File: src/rtl/uart_regfile_pkg.sv
package uart_regfile_pkg;

    localparam int REG_SEL_W = 3;
    localparam int SEL_LO    = 2;
    localparam int SEL_HI    = SEL_LO + REG_SEL_W - 1;

    typedef enum logic [REG_SEL_W-1:0] {
        OFF_DATA      = 3'd0,
        OFF_IEN       = 3'd1,
        OFF_IDENT     = 3'd2,
        OFF_LINECTL   = 3'd3,
        OFF_MODEMCTL  = 3'd4,
        OFF_LINESTAT  = 3'd5,
        OFF_MODEMSTAT = 3'd6,
        OFF_DIVISOR   = 3'd7
    } reg_off_e;

    typedef enum logic {
        HOLD_EMPTY = 1'b0,
        HOLD_FULL  = 1'b1
    } hold_state_e;

    typedef enum logic [2:0] {
        CAUSE_LINE,
        CAUSE_RXDATA,
        CAUSE_TXEMPTY,
        CAUSE_MODEM,
        CAUSE_NONE
    } cause_e;

    localparam logic [3:0] ID_LINE    = 4'h6;
    localparam logic [3:0] ID_RXDATA  = 4'h4;
    localparam logic [3:0] ID_TXEMPTY = 4'h2;
    localparam logic [3:0] ID_MODEM   = 4'h0;
    localparam logic [3:0] ID_NONE    = 4'h1;

endpackage

File: src/rtl/uart_rx_hold.sv
module uart_rx_hold
    import uart_regfile_pkg::*;
#(
    parameter int BYTE_W = 8
) (
    input  logic              clk,
    input  logic              rst_n,
    input  logic              rx_valid,
    input  logic [BYTE_W-1:0] rx_byte,
    input  logic              data_read,
    input  logic              stat_read,
    output logic              rx_ready,
    output logic              data_ready,
    output logic              overrun,
    output logic [BYTE_W-1:0] hold_byte
);

    hold_state_e state_q, state_d;
    logic        ovr_set;

    always_ff @(posedge clk or negedge rst_n) begin
        if (!rst_n) begin
            state_q <= HOLD_EMPTY;
        end else begin
            state_q <= state_d;
        end
    end

    always_comb begin
        state_d = state_q;
        unique case (state_q)
            HOLD_EMPTY: begin
                if (rx_valid) begin
                    state_d = HOLD_FULL;
                end
            end
            HOLD_FULL: begin
                if (data_read && !rx_valid) begin
                    state_d = HOLD_EMPTY;
                end
            end
        endcase
    end

    always_comb begin
        data_ready = (state_q == HOLD_FULL);
        rx_ready   = (state_q == HOLD_EMPTY);
        ovr_set    = rx_valid && (state_q == HOLD_FULL) && !data_read;
    end

    always_ff @(posedge clk or negedge rst_n) begin
        if (!rst_n) begin
            overrun   <= 1'b0;
            hold_byte <= '0;
        end else begin
            if (ovr_set) begin
                overrun <= 1'b1;
            end else if (stat_read) begin
                overrun <= 1'b0;
            end
            if (rx_valid) begin
                hold_byte <= rx_byte;
            end
        end
    end

    AST_OVERRUN_SET: assert property (@(posedge clk) disable iff (!rst_n)
        (rx_valid && data_ready && !data_read) |=> overrun);
    AST_READY_DRAIN: assert property (@(posedge clk) disable iff (!rst_n)
        (data_read && !rx_valid) |=> rx_ready);
    AST_CAPTURE: assert property (@(posedge clk) disable iff (!rst_n)
        rx_valid |=> (data_ready && hold_byte == $past(rx_byte)));
    AST_HOLD_STABLE: assert property (@(posedge clk) disable iff (!rst_n)
        !rx_valid |=> $stable(hold_byte));

endmodule

File: src/rtl/uart_irq_prio.sv
module uart_irq_prio
    import uart_regfile_pkg::*;
(
    input  logic [3:0] ien,
    input  logic       line_err,
    input  logic       data_ready,
    input  logic       tx_empty,
    input  logic [3:0] modem_delta,
    output logic [3:0] ident,
    output logic       irq
);

    cause_e cause;

    always_comb begin
        if (ien[2] && line_err) begin
            cause = CAUSE_LINE;
        end else if (ien[0] && data_ready) begin
            cause = CAUSE_RXDATA;
        end else if (ien[1] && tx_empty) begin
            cause = CAUSE_TXEMPTY;
        end else if (ien[3] && (modem_delta != 4'h0)) begin
            cause = CAUSE_MODEM;
        end else begin
            cause = CAUSE_NONE;
        end
    end

    always_comb begin
        unique case (cause)
            CAUSE_LINE:    ident = ID_LINE;
            CAUSE_RXDATA:  ident = ID_RXDATA;
            CAUSE_TXEMPTY: ident = ID_TXEMPTY;
            CAUSE_MODEM:   ident = ID_MODEM;
            default:       ident = ID_NONE;
        endcase
        irq = (cause != CAUSE_NONE);
    end

endmodule

File: src/rtl/uart_tx_port.sv
module uart_tx_port #(
    parameter int BYTE_W = 8
) (
    input  logic              clk,
    input  logic              rst_n,
    input  logic              send,
    input  logic [BYTE_W-1:0] send_byte,
    output logic              tx_valid,
    output logic [BYTE_W-1:0] tx_data
);

    always_ff @(posedge clk or negedge rst_n) begin
        if (!rst_n) begin
            tx_valid <= 1'b0;
            tx_data  <= '0;
        end else begin
            tx_valid <= send;
            if (send) begin
                tx_data <= send_byte;
            end
        end
    end

endmodule

File: src/rtl/uart_regfile.sv
module uart_regfile
    import uart_regfile_pkg::*;
#(
    parameter int ADDR_W = 6,
    parameter int DIV_W  = 16
) (
    input  logic              clk,
    input  logic              rst_n,
    input  logic [ADDR_W-1:0] bus_addr,
    input  logic              bus_wr,
    input  logic              bus_rd,
    input  logic [31:0]       bus_wdata,
    output logic [31:0]       bus_rdata,
    input  logic              rx_valid,
    input  logic [7:0]        rx_byte,
    output logic              rx_ready,
    output logic              tx_valid,
    output logic [7:0]        tx_data,
    output logic [7:0]        line_ctrl,
    output logic [7:0]        modem_ctrl,
    output logic [DIV_W-1:0]  divisor,
    output logic              irq
);

    localparam int         BUS_W      = 32;
    localparam logic [7:0] MODEM_STAT = 8'h00;

    reg_off_e   off;
    logic       mapped;
    logic       wr_hit, rd_hit;
    logic [3:0] ien_q;
    logic       data_ready, overrun;
    logic [7:0] hold_byte;
    logic [7:0] line_stat;
    logic [3:0] ident;
    logic       bus_unused;

    assign off = reg_off_e'(bus_addr[SEL_HI:SEL_LO]);

    generate
        if (ADDR_W > SEL_HI + 1) begin : g_upper_decode
            assign mapped = ~|bus_addr[ADDR_W-1:SEL_HI+1];
        end else begin : g_full_decode
            assign mapped = 1'b1;
        end
    endgenerate

    assign bus_unused = ^{bus_addr[SEL_LO-1:0], bus_wdata[BUS_W-1:DIV_W]};
    assign wr_hit     = bus_wr && mapped;
    assign rd_hit     = bus_rd && mapped;

    always_ff @(posedge clk or negedge rst_n) begin
        if (!rst_n) begin
            ien_q      <= '0;
            line_ctrl  <= '0;
            modem_ctrl <= '0;
            divisor    <= '0;
        end else if (wr_hit) begin
            unique case (off)
                OFF_IEN:      ien_q      <= bus_wdata[3:0];
                OFF_LINECTL:  line_ctrl  <= bus_wdata[7:0];
                OFF_MODEMCTL: modem_ctrl <= bus_wdata[7:0];
                OFF_DIVISOR:  divisor    <= bus_wdata[DIV_W-1:0];
                default: ;
            endcase
        end
    end

    uart_rx_hold #(.BYTE_W(8)) u_hold (
        .clk        (clk),
        .rst_n      (rst_n),
        .rx_valid   (rx_valid),
        .rx_byte    (rx_byte),
        .data_read  (rd_hit && off == OFF_DATA),
        .stat_read  (rd_hit && off == OFF_LINESTAT),
        .rx_ready   (rx_ready),
        .data_ready (data_ready),
        .overrun    (overrun),
        .hold_byte  (hold_byte)
    );

    assign line_stat = {1'b0, 1'b1, 1'b1, 3'b000, overrun, data_ready};

    uart_irq_prio u_prio (
        .ien         (ien_q),
        .line_err    (|line_stat[4:1]),
        .data_ready  (data_ready),
        .tx_empty    (line_stat[5]),
        .modem_delta (MODEM_STAT[3:0]),
        .ident       (ident),
        .irq         (irq)
    );

    uart_tx_port #(.BYTE_W(8)) u_tx (
        .clk       (clk),
        .rst_n     (rst_n),
        .send      (wr_hit && off == OFF_DATA),
        .send_byte (bus_wdata[7:0]),
        .tx_valid  (tx_valid),
        .tx_data   (tx_data)
    );

    always_comb begin
        bus_rdata = '0;
        if (rd_hit) begin
            unique case (off)
                OFF_DATA:      bus_rdata[7:0] = hold_byte;
                OFF_IDENT:     bus_rdata[3:0] = ident;
                OFF_LINESTAT:  bus_rdata[7:0] = line_stat;
                OFF_MODEMSTAT: bus_rdata[7:0] = MODEM_STAT;
                default:       bus_rdata      = '0;
            endcase
        end
    end

    AST_TX_ON_WRITE: assert property (@(posedge clk) disable iff (!rst_n)
        (bus_wr && mapped && off == OFF_DATA) |=> (tx_valid && tx_data == $past(bus_wdata[7:0])));
    AST_TX_NO_SPURIOUS: assert property (@(posedge clk) disable iff (!rst_n)
        !(bus_wr && mapped && off == OFF_DATA) |=> !tx_valid);
    AST_QUIET_DISABLED: assert property (@(posedge clk) disable iff (!rst_n)
        (ien_q == 4'h0) |-> !irq);
    AST_LINE_FIRST: assert property (@(posedge clk) disable iff (!rst_n)
        (ien_q[2] && overrun) |-> (ident == ID_LINE));
    AST_UNMAPPED_ZERO: assert property (@(posedge clk) disable iff (!rst_n)
        (bus_rd && !mapped) |-> (bus_rdata == 32'h0));

endmodule

File: config.mk
export PLATFORM = sky130hd
export DESIGN_NAME = uart_regfile
export DESIGN_NICKNAME = d
export VERILOG_FILES = /design/src/rtl/uart_regfile_pkg.sv /design/src/rtl/uart_rx_hold.sv /design/src/rtl/uart_irq_prio.sv /design/src/rtl/uart_tx_port.sv /design/src/rtl/uart_regfile.sv
export SDC_FILE = /design/constraint.sdc
export NUM_CORES = 1
export LEC_CHECK = 0
export BUFFER_PORTS_ARGS = -buffer_cell sky130_fd_sc_hd__buf_2
export CORE_AREA = 3 3 82 84
export DETAILED_ROUTE_END_ITERATION = 10
export DIE_AREA = 0 0 85 87
export GPL_ROUTABILITY_DRIVEN = 0
export HOLD_SLACK_MARGIN = 0.15
export PLACE_DENSITY = 0.85
export SYNTH_ARGS = -nofsm -noshare
export SYNTH_HDL_FRONTEND = slang
export SYNTH_HIERARCHICAL = 1
export SYNTH_SLANG_ARGS = --single-unit
File: constraint.sdc
create_clock -name clk -period 1.4 [get_ports clk]
set_clock_uncertainty 0.05 [all_clocks]
set_input_delay 0.14 -clock clk [delete_from_list [all_inputs] [get_ports clk]]
set_output_delay 0.14 -clock clk [all_outputs]
set_load 0.02 [all_outputs]
==> impl_metrics.toml <==
[timing]
finalSetupViolCount = 4
min_period_over_period = 1.19
final.setup.worst_slack_ns = -0.263
layout_min_cycle_time_ns = 1.66
setup_repair_after_global_routing_missed_its_margin = "yes"
finalHoldViolCount = 0
finalMaxSlewViolations = 0
timing.hold.ws_ns = 0.214
setup_total_negative_slack_ns = -0.851
fmaxAchievable_mhz = 601

[critical_path]
path_max_fanout = 2
critical_path_required_ns = 1.21
timing.critical_path.from_type = "flip-flop"
worstSetupPathType = "reg -> out"
cp_data_arrival_time_ns = 1.47
cp-end-kind = "output port"

[pwr]
power.static_leakage_uw = 0.00176
switching_power_uw = 1550
power.share.sequential = 0.463
pwr_per_cell_area_nw_per_um2 = 1280
power_report.internal_total_uw = 2960
irDropWorstVdd_v = 0.00102
power.share.combinational = 0.323
p_total_uw = 4510
switch_share = 0.343
clock_power_frac = 0.214

[flow_run]
drv_cap = 0

[finish]
antenna-diode-count = 0
stdcell_count = 391
final-seq-area_sq_um = 1380
layout-area-overhead-vs-synth_pct = 36.2
num-fill-cells = 466
share_of_post_route_cells_with_drive_strength_above_1 = 0.544
nNetsFinal = 366
multiInputGateArea_sq_um = 1100
post-route-cell-area_sq_um = 3530

[global_routing]
wire_length_of_the_first_global_routing_pass_um = 9740
gr-usage-all-layers = 0.167
number_of_global_route_vias_before_repair = 1960
number_of_antenna_violations_at_the_first_check_in_global_routing = 0
grt_start_max_net_pins = 43
grt-ovfl-total = 0

[route]
dr_total_vias = 1836
post_drt_via_cell_ratio = 4.70
drt_pre_antenna_iters = 4
routed_wl_um = 5900
drc = 0
initialDrtViolationCount = 82
postRouteAntennaNets = 0
routed_wire_length_per_instance_um = 15.1

[floorplanning]
dieWidth_um = 85
core_sq_um = 5990
design.portCount = 126
placementRows = 28
start_util = 0.432
die-area_sq_um = 7400
die-height_um = 87

[synthesis]
async_reset_ff_frac = 1.00
netlist_area_sq_um = 2590
synth_top_flop_cell = "sky130_fd_sc_hd__dfrtp_1"
synth_seq_cells = 55
synthMostInstantiatedCell = "sky130_fd_sc_hd__dfrtp_1"
yosysWarningCount = 6
fraction_of_the_yosys_area_taken_by_sequential_cells = 0.531
number_of_enable_flip_flop_cells_after_synthesis = 0
syn-mean-instance-area_sq_um = 13.7
synthDominantCellAreaShare = 0.531
synth_cell_types = 32
most_instantiated_cells_after_synthesis = "55 x sky130_fd_sc_hd__dfrtp_1, 32 x sky130_fd_sc_hd__mux2_2, 25 x sky130_fd_sc_hd__buf_4"
synth.top_cells.by_area = "sky130_fd_sc_hd__dfrtp_1 53%, sky130_fd_sc_hd__mux2_2 14%, sky130_fd_sc_hd__mux2_4 12%, sky130_fd_sc_hd__buf_4 7.2%, sky130_fd_sc_hd__buf_6 1.3%"
synthDominantAreaCellType = "sky130_fd_sc_hd__dfrtp_1"
syn_inst = 189

[placed_design]
place_hpwl_um = 4080
portBuffers = 83
dpl_cell_area_sq_um = 3130
dpl.cell_count = 357

[clocking]
clock_tree.htree_level_count = 2
clock_transition_at_the_registers_of_the_reported_paths_ns = 0.11
cts_num_sinks = 55
cts_tree = "built"
worst_skew_pair.late_latency_ns = 0.31
clock_path_buffers = 2
cts.root.buffer_cell = "sky130_fd_sc_hd__clkbuf_8"
tritoncts.num_buffers = 5

[outcome]
outcome = "complete, but fails checks"
failed_checks = "setup timing"

[worst_hold_path]
min-delay-path-class = "in -> async"
==> routing by layer <==
layer  GRT usage  up-vias  routed length [um]
met3      0.0435        4                 412
met1       0.212      904                2490
met5           0        -                   0
met4      0.0432        0                  40
met2       0.286       75                2950
li1            -      853                   -
==> worst max-delay path: stages (launching register included) <==
cell	delay (ns)
sky130_fd_sc_hd__dfrtp_1	0.40
sky130_fd_sc_hd__a22oi_2	0.21
sky130_fd_sc_hd__and3_1	0.18
sky130_fd_sc_hd__nand3_1	0.08
sky130_fd_sc_hd__a31oi_2	0.14
sky130_fd_sc_hd__buf_4	0.16
==> layout make-up <==
type | count | area share
inverters | 4 | 0.00426
repair buffers | 122 | 0.240
clock inverters | 3 | 0.00887
well taps | 75 | 0.0266
multi-input cells | 127 | 0.311
flip-flops and latches | 55 | 0.390
clock buffers | 5 | 0.0195
==> layout by cell type, fill, tap and decap left out, types with 2 or more instances in the layout <==
cell type | netlist | final
sky130_fd_sc_hd__mux2_4 | 20 | 20
sky130_fd_sc_hd__nor2_2 | 1 | 2
sky130_fd_sc_hd__nand2_1 | 6 | 5
sky130_fd_sc_hd__nand3_1 | 5 | 4
sky130_fd_sc_hd__and2_1 | 2 | 2
sky130_fd_sc_hd__or3b_4 | 2 | 2
sky130_fd_sc_hd__nor2_1 | 3 | 2
sky130_fd_sc_hd__conb_1 | 3 | 31
sky130_fd_sc_hd__nor3_2 | 1 | 2
sky130_fd_sc_hd__clkbuf_8 | 0 | 5
sky130_fd_sc_hd__buf_12 | 0 | 4
sky130_fd_sc_hd__dfrtp_1 | 55 | 55
sky130_fd_sc_hd__inv_8 | 0 | 2
sky130_fd_sc_hd__buf_6 | 3 | 4
sky130_fd_sc_hd__mux2i_1 | 2 | 2
sky130_fd_sc_hd__buf_4 | 25 | 10
sky130_fd_sc_hd__inv_1 | 4 | 2
sky130_fd_sc_hd__nand3b_1 | 3 | 3
sky130_fd_sc_hd__nor4_1 | 3 | 3
sky130_fd_sc_hd__a32o_1 | 2 | 2
sky130_fd_sc_hd__inv_2 | 0 | 2
sky130_fd_sc_hd__mux2_2 | 32 | 32
sky130_fd_sc_hd__buf_2 | 1 | 79
sky130_fd_sc_hd__a21oi_1 | 2 | 2
sky130_fd_sc_hd__dlygate4sd3_1 | 0 | 25
==> metrics by stage <==
stage	util	setup WS, ns
after floorplan	-	-0.118
after global placement	0.523	-0.162
after detailed placement	0.523	-0.180
after CTS	0.588	-0.274
after global routing	0.589	-0.369
final	0.589	-0.263
==> registers in the layout, indices dropped and copies added, names as in the netlist <==
register,count
modem_ctrl,8
u_tx/tx_data,8
line_ctrl,8
divisor,16
u_hold/data_ready,1
u_hold/hold_byte,8
u_tx/tx_valid,1
u_hold/overrun,1
ien_q,4
==> power groups by stage <==
stage / Sequential (uW) / Combinational [uW] / Clock [uW]
floorplan: 2430 / 577 / 0
global placement: 2090 / 1350 / 0
detailed placement: 2110 / 1380 / 0
CTS: 2090 / 1470 / 1000
global route: 2130 / 1560 / 1080
finish: 2090 / 1460 / 966
==> cells by family after synthesis <==
logic type,Yosys count,synth area share
AO/OA/AOI/OAI,10,0.0319
buffers and inverters,35,0.0961
flip-flops,55,0.531
multiplexers,54,0.263
other,3,0.00435
AND/OR/NAND/NOR,32,0.0734
==> worst paths after layout <==
path / start / cells after the start / end / slack, ns
max: u_hold/overrun / 5 / bus_rdata[0] / -0.26
min: rst_n / 2 / divisor[15] / 0.21
max reg2reg: u_hold/data_ready / 3 / u_hold/overrun / 0.35
min reg2reg: u_hold/hold_byte[7] / 1 / u_hold/hold_byte[7] / 0.46
max in group asynchronous: rst_n / 3 / ien_q[2] / 0.55
min in group clk: rx_valid / 2 / u_hold/data_ready / 0.22
==> what timing repair did <==
item                                    CTS  global route
endpoints found under the setup margin    4             8
hold buffers                             25             0
buffers inserted                          1             0
gates cloned                              0             0
pin swaps                                 6             1
endpoints found under the hold margin   107             0
resized for setup                         9             4
Note: power is estimated with default switching activity, not from simulation.
